$ cat config.mk
export PLATFORM = sky130hd
export DESIGN_NAME = fault_supervisor
export DESIGN_NICKNAME = d
export VERILOG_FILES = /design/src/rtl/fsup_pkg.sv /design/src/rtl/fsup_mon_filter.sv /design/src/rtl/fsup_delay_timer.sv /design/src/rtl/fsup_latch_ctrl.sv /design/src/rtl/fault_supervisor.sv
export SDC_FILE = /design/constraint.sdc
export NUM_CORES = 1
export LEC_CHECK = 0
export BUFFER_PORTS_ARGS = -buffer_cell sky130_fd_sc_hd__buf_2
export CORE_MARGIN = 2
export CORE_UTILIZATION = 48
export CTS_CLUSTER_SIZE = 12
export DETAILED_ROUTE_END_ITERATION = 6
export PLACE_DENSITY = 0.66
export SETUP_SLACK_MARGIN = 0.5
export SKIP_CTS_REPAIR_TIMING = 1
export SYNTH_ARGS = -nofsm -noshare
export SYNTH_HDL_FRONTEND = slang
export SYNTH_SLANG_ARGS = --single-unit
$ cat constraint.sdc
create_clock -name clk -period 4.2 [get_ports clk]
set_input_delay 0.42 -clock clk [delete_from_list [all_inputs] [get_ports clk]]
set_output_delay 0.42 -clock clk [all_outputs]
set_load 0.02 [all_outputs]
$ cat src/rtl/fsup_pkg.sv
package fsup_pkg;
  localparam int MON_N     = 6;
  localparam int IDX_DRV   = 0;
  localparam int IDX_UV    = 1;
  localparam int IDX_OVR   = 2;
  localparam int IDX_TEMP  = 3;
  localparam int IDX_OVL   = 4;
  localparam int IDX_CROW  = 5;

  typedef logic [MON_N-1:0] mon_vec_t;
endpackage

$ cat src/rtl/fsup_mon_filter.sv
module fsup_mon_filter #(
  parameter int W      = 6,
  parameter int SYNC_N = 2,
  parameter int FILT_N = 4
) (
  input  logic         clk,
  input  logic         rst_n,
  input  logic [W-1:0] raw_i,
  output logic [W-1:0] flt_o
);
  for (genvar b = 0; b < W; b++) begin : g_ch
    logic [SYNC_N-1:0] sync_q;
    logic [FILT_N-1:0] hist_q;
    logic              flt_q;

    always_ff @(posedge clk or negedge rst_n) begin
      if (!rst_n) begin
        sync_q <= '0;
        hist_q <= '0;
        flt_q  <= 1'b0;
      end else begin
        sync_q <= {sync_q[SYNC_N-2:0], raw_i[b]};
        hist_q <= {hist_q[FILT_N-2:0], sync_q[SYNC_N-1]};
        if (&hist_q)
          flt_q <= 1'b1;
        else if (~|hist_q)
          flt_q <= 1'b0;
      end
    end

    assign flt_o[b] = flt_q;
  end
endmodule

$ cat src/rtl/fsup_delay_timer.sv
module fsup_delay_timer #(
  parameter int CNT_W     = 24,
  parameter int MIN_DELAY = 16
) (
  input  logic             clk,
  input  logic             rst_n,
  input  logic [CNT_W-1:0] cfg_i,
  input  logic             qual_i,
  output logic             done_o,
  output logic             busy_o
);
  localparam logic [CNT_W-1:0] MIN_V = CNT_W'(MIN_DELAY);

  logic [CNT_W-1:0] dur;
  logic [CNT_W-1:0] cnt_q;

  assign dur = (cfg_i == '0) ? MIN_V : cfg_i;

  // Reset to the largest count: never shorter than intended.
  always_ff @(posedge clk or negedge rst_n) begin
    if (!rst_n)
      cnt_q <= '1;
    else if (!qual_i)
      cnt_q <= dur;
    else if (cnt_q != '0)
      cnt_q <= cnt_q - 1'b1;
  end

  assign done_o = qual_i && (cnt_q == '0);
  assign busy_o = qual_i && (cnt_q != '0);
endmodule

$ cat src/rtl/fsup_latch_ctrl.sv
module fsup_latch_ctrl (
  input  logic clk,
  input  logic rst_n,
  input  logic lo_bad_i,
  input  logic unlatch_i,
  input  logic tmo_done_i,
  output logic latched_o
);
  logic unl_q;
  logic unl_rise;

  assign unl_rise = unlatch_i && !unl_q;

  always_ff @(posedge clk or negedge rst_n) begin
    if (!rst_n) begin
      unl_q     <= 1'b1;
      latched_o <= 1'b1;
    end else begin
      unl_q <= unlatch_i;
      if (lo_bad_i)
        latched_o <= 1'b1;
      else if (unl_rise)
        latched_o <= 1'b0;
      else if (unlatch_i && tmo_done_i)
        latched_o <= 1'b0;
    end
  end
endmodule

$ cat src/rtl/fault_supervisor.sv
module fault_supervisor
  import fsup_pkg::*;
#(
  parameter int CNT_W       = 24,
  parameter int MIN_DELAY   = 16,
  parameter int SYNC_STAGES = 2,
  parameter int FILT_LEN    = 4
) (
  input  logic             clk,
  input  logic             rst_n,
  input  logic             run_i,
  input  logic             drv_ok_i,
  input  logic             uv_ok_i,
  input  logic             ovr_ok_i,
  input  logic             temp_ok_i,
  input  logic             ovl_ok_i,
  input  logic             crow_ok_i,
  input  logic             temp_latch_i,
  input  logic             unlatch_i,
  input  logic [CNT_W-1:0] delay_cfg_i,
  output logic             out_en_o,
  output logic             latched_o,
  output logic             delay_busy_o
);
  mon_vec_t mon_raw;
  mon_vec_t mon_flt;
  logic     nl_ok;
  logic     lo_bad;
  logic     por_done, por_busy;
  logic     tmo_done, tmo_busy;

  always_comb begin
    mon_raw           = '0;
    mon_raw[IDX_DRV]  = drv_ok_i;
    mon_raw[IDX_UV]   = uv_ok_i;
    mon_raw[IDX_OVR]  = ovr_ok_i;
    mon_raw[IDX_TEMP] = temp_ok_i;
    mon_raw[IDX_OVL]  = ovl_ok_i;
    mon_raw[IDX_CROW] = crow_ok_i;
  end

  fsup_mon_filter #(
    .W(MON_N), .SYNC_N(SYNC_STAGES), .FILT_N(FILT_LEN)
  ) u_filt (
    .clk(clk), .rst_n(rst_n), .raw_i(mon_raw), .flt_o(mon_flt)
  );

  // Class membership of the temperature flag follows the mode input.
  assign nl_ok  = mon_flt[IDX_DRV] && mon_flt[IDX_UV] && mon_flt[IDX_OVR]
               && (temp_latch_i || mon_flt[IDX_TEMP]);
  assign lo_bad = !mon_flt[IDX_OVL] || !mon_flt[IDX_CROW]
               || (temp_latch_i && !mon_flt[IDX_TEMP]);

  fsup_delay_timer #(.CNT_W(CNT_W), .MIN_DELAY(MIN_DELAY)) u_por (
    .clk(clk), .rst_n(rst_n), .cfg_i(delay_cfg_i), .qual_i(nl_ok),
    .done_o(por_done), .busy_o(por_busy)
  );

  fsup_delay_timer #(.CNT_W(CNT_W), .MIN_DELAY(MIN_DELAY)) u_tmo (
    .clk(clk), .rst_n(rst_n), .cfg_i(delay_cfg_i), .qual_i(!lo_bad),
    .done_o(tmo_done), .busy_o(tmo_busy)
  );

  fsup_latch_ctrl u_latch (
    .clk(clk), .rst_n(rst_n), .lo_bad_i(lo_bad), .unlatch_i(unlatch_i),
    .tmo_done_i(tmo_done), .latched_o(latched_o)
  );

  assign out_en_o     = run_i && por_done && !latched_o;
  assign delay_busy_o = por_busy || (latched_o && tmo_busy);
endmodule

== Yosys cells after proc, flatten, opt, wreduce, memory -nomap -nowiden ==
Cells that the tools add are included.
Word-level totals
  flip-flop bits (word level): 92
  bits of input ports: 35
Operators by class
  reduce and logical (&&, ||, !) cells: 42
  mux-type cells: 20
  eq/ne operators: 7
  add/subtract/negate cells: 2
Operators by type and width (count)
  24-bit 2-to-1 mux: 5
  24-bit logical NOT: 3
  24-bit nonzero test: 2
  24-bit by 1-bit subtractor with 24-bit output, second input constant: 2
  4-bit AND reduction: 6
  4-bit OR reduction: 6
  1-bit 2-to-1 mux: 15
  1-bit logical AND: 13
  2-bit by 1-bit != test with 1-bit output, second input constant: 6
  1-bit logical NOT: 6
  1-bit logical OR: 4
  3-bit nonzero test: 1
  2-bit != test, second input constant: 1
  2-bit nonzero test: 1

== Depth between registers and ports, before layout ==
  depth in word-level cells: 9
  depth in mapped cells: 8
  depth with buffers taken out: 7

== By module ==
Synthesis repeated with hierarchy kept, for this count alone.
Unflattened totals
  cells, all modules: 405
  area total of the unflattened synthesis: 4501.8 µm²
Modules (own cells, without submodules)
  fsup_delay_timer at u_por: instances 1, cells each 165, area each 1609.0 µm²
  fsup_delay_timer at u_tmo: instances 1, cells each 159, area each 1512.7 µm²
  fsup_mon_filter: instances 1, cells each 66, area each 1253.7 µm²
  fsup_latch_ctrl: instances 1, cells each 5, area each 72.6 µm²
  fault_supervisor: instances 1, cells each 10, area each 53.8 µm²

== Worst setup path after synthesis ==
OpenSTA, ideal clock, no wires.
  kind: register to output
  start point: register u_tmo.cnt_q[0]
  end point: output delay_busy_o
  arrival: 2.281 ns
  buffers on the path: 1
  setup slack: 1.499 ns
  cell stages (with the launch flop): 9
  cells stage by stage: dfstp_2 inv_1 ha_1 or4b_2 nor3_1 buf_2 nand2_1 nand2_1 o22ai_1
On the way
  cells in the longest elaborated chain, start to end: 4
RTL lines
  start: declaration: line fsup_delay_timer.sv:15  | logic [CNT_W-1:0] cnt_q;
  start signal: assignment: line fsup_delay_timer.sv:24  | cnt_q <= dur;
  start signal: assignment: line fsup_delay_timer.sv:26  | cnt_q <= cnt_q - 1'b1;
  24-bit nonzero test: line fsup_delay_timer.sv:30  | assign busy_o = qual_i && (cnt_q != '0);
  1-bit logical AND: line fsup_delay_timer.sv:30
  1-bit logical AND: line fault_supervisor.sv:70  | assign delay_busy_o = por_busy || (latched_o && tmo_busy);
  1-bit logical OR: line fault_supervisor.sv:70
  end: declaration: line fault_supervisor.sv:23  | output logic delay_busy_o
Every way passes these cells.

== Worst setup path after layout ==
  start point: register u_por.cnt_q[0]
  end point: output out_en_o
On the way
  cells in the longest elaborated chain, start to end: 4
RTL lines
  start: declaration: line fsup_delay_timer.sv:15
  start signal: assignment: line fsup_delay_timer.sv:24
  start signal: assignment: line fsup_delay_timer.sv:26
  24-bit logical NOT: line fsup_delay_timer.sv:29  | assign done_o = qual_i && (cnt_q == '0);
  1-bit logical AND: line fsup_delay_timer.sv:29
  1-bit logical AND (2 in series): line fault_supervisor.sv:69  | assign out_en_o = run_i && por_done && !latched_o;
  end: declaration: line fault_supervisor.sv:21  | output logic out_en_o,
Every way passes these cells.

==> run summary <==
Num Clock Sinks -> 92
# IOs -> 38
Final setup vio count -> 0
Sequential fraction of the synthesis area -> 55.0%
Largest net degree at the start of global routing -> 70
# nets final -> 480
First-pass GRT wire length -> 15.6 mm
Top_reg_cell synth -> dfstp_2
Commonest non-fill, non-tap cell in the layout -> dfstp_2
Initial Util -> 49.3%
Yosys top cell area share -> 30.6%
Area of the multi-input gates -> 0.00184 sq mm
Final Max Slew Viols -> 0
Initial antenna violation count -> 0
Final hold slack -> 142 ps
Cell total after placement -> 538
Worst clock skew -> 12.3 ps
Number of synthesized flops with an enable pin -> 0
Dpl hpwl -> 6.69 mm
Reg clk slew, reported paths -> 100 ps
Fin. Hold Viols -> 0
Synthesis-stage register bit count -> 92
Antenna-violating nets left -> 0
Required time worst endpoint -> 3780 ps
# H-tree levels -> 3
Critical Path Source Type -> register
Tcrit/Tclk final -> 76.7%
DRT Pass-1 Iters -> 5
Static leakage -> 1.88 nW
Peak supply drop -> 0.000208 V
Gate Count Post-Synth -> 405
Chip height -> 98.6 um
Crit-path max cell delay -> 510 ps
Synth unique cells -> 58
Post-route minimum period -> 3220 ps
Worst Path Max Fanout -> 13
Final WL -> 9.32 mm
Setup tns final -> 0 ps
FF+latch area -> 0.00236 sq mm
Global route total overflow -> 0
Area Overhead vs Synth -> 10.9%
Share of layout cells above drive strength 1 -> 27.4%
Worst path cell trace -> inv_1 -> ha_1 -> nor4b_1 -> nand4_1 -> or2_2 -> nor4b_1 -> buf_2
Routed wire length on met2 -> 4.62 mm
Residual DRC -> 0
WL met1 -> 4.28 mm
Vias in the first global route -> 3,056
RD Place Congestion -> 0.905
CTS Buffer Depth -> 2
Slowest stage cell, crit path -> or2_2
Inserted Clock Buffers -> 9
Antenna diodes -> 0
Syn_area_per_cell -> 10.6 sq um
Worst-margin pin slew -> 1190 ps
Die area -> 0.00973 sq mm
Highest routed layer -> met4
Filler instances -> 791
Final instance area -> 0.00477 sq mm
Overall Global Routing Usage -> 20.1%
Worst path most repeated cell -> nor4b_1
Yosys warns -> 0
Max-slew headroom -> 21.0%
CP bufs+invs -> 2
IO Port Bufs -> 37
Via density -> 5.74
Power density over the cells -> 351 mW/mm^2
Chip Width -> 98.6 um
Rows -> 34
Routed length per instance -> 16.8 um
Worst-case reg-to-reg path depth -> 5
Most frequent cells in the layout -> dfstp_2, nand2_1, dfrtp_1, buf_2, o21ai_0
Worst-Skew Late Latency -> 360 ps
Worst hold path class -> in -> async
Async SR Flop Fraction -> 100%
Post-synthesis net count -> 444
Status -> finished, final reports clean
Peak Freq -> 310 MHz
Largest cells by area after synthesis -> dfstp_2, dfrtp_1, xnor2_1
CTS tree -> done
Delay-heaviest family, CP -> simple AND/OR/NAND/NOR gates
Core Footprint -> 0.00872 sq mm
DRT iter0 DRCs -> 214
WP data arrival -> 2800 ps
RSZ-0062 raised after global routing -> false
Max-cap violation count -> 0
Vias -> 3,180
Met3 routed WL -> 332 um
Post-synthesis cell area -> 0.00430 sq mm
Non-Filler Instances -> 554
CTS root buf -> clkbuf_8
Yosys top cell by area -> dfstp_2
Crit end category -> output pin
DP Area -> 0.00460 sq mm
Critical path type -> reg -> out
Worst path depth -> 7
## per-layer routing
layer / vias to the layer above / GRT usage, %
met5: - / 0
li1: 1540 / -
met2: 67 / 32.5
met3: 10 / 3.26
met4: 0 / 5.90
met1: 1563 / 28.3
## cells in the mapped netlist, drive strengths merged (5+ instances only)
cell type  count
dfstp         50
nand2         49
dfrtp         42
o21ai         38
xnor2         23
nor2          22
a21oi         18
clkbuf        13
nor3          13
nor4          13
xor2          12
o31ai         11
or3           11
a31oi          9
or4            9
inv            8
nand4          5
## registers in the layout, summed over array words and instances, names as in the netlist
signal,count
u_tmo.cnt_q,24
u_filt.g_ch.sync_q,12
u_filt.g_ch.hist_q,24
u_filt.g_ch.flt_q,6
u_latch.latched_o,1
u_latch.unl_q,1
u_por.cnt_q,24
## worst register-to-register path, cell delays in order (launching register included)
cell and delay (ps):
dfstp_2 410, or4_1 600, or3_1 540, a211oi_4 330
or3b_1 370, a31oi_1 170
## final timing paths
path,startpoint,to,slack [ps]
max in group asynchronous,rst_n,u_por.cnt_q[10],3160
setup reg to reg,u_tmo.cnt_q[2],u_tmo.cnt_q[19],1730
hold reg to reg,u_filt.g_ch[5].sync_q[1],u_filt.g_ch[5].hist_q[0],350
setup / recovery,u_por.cnt_q[0],out_en_o,980
hold / removal,rst_n,u_filt.g_ch[4].hist_q[2],140
min in group clk,unlatch_i,u_latch.unl_q,160
## report_power, final
group	switching [mW]	internal [mW]
sequential	0.0414	0.955
combinational	0.0768	0.0544
clock	0.328	0.220
total	0.446	1.23
## layout make-up
type | instances | share of cell area (%)
clock buffer | 10 | 2.68
clock inverter | 6 | 0.971
inverter | 8 | 0.630
multi-input combinational | 288 | 38.6
sequential | 92 | 49.6
tap | 108 | 2.83
timing repair buffer | 42 | 4.72
## kinds of logic after synthesis
logic type	count (synthesis)	share of synthesized area (%)
flip-flops	92	55.0
multiplexers	4	1.02
AND/OR/NAND/NOR	148	18.7
adder cells (fa/ha/maj)	4	1.16
buffers and inverters	25	2.59
AO/OA/AOI/OAI	97	14.3
XOR/XNOR	35	7.13
## metrics by stage
stage,power [mW],utilization [%],setup slack [ps]
after global placement,1.14,52.7,1480
after floorplan,1.07,-,1500
after detailed placement,1.14,52.7,1400
after CTS,1.69,54.7,986
final,1.68,54.7,979
after global routing,1.75,54.7,697
Note: power is estimated with default switching activity, not from simulation.
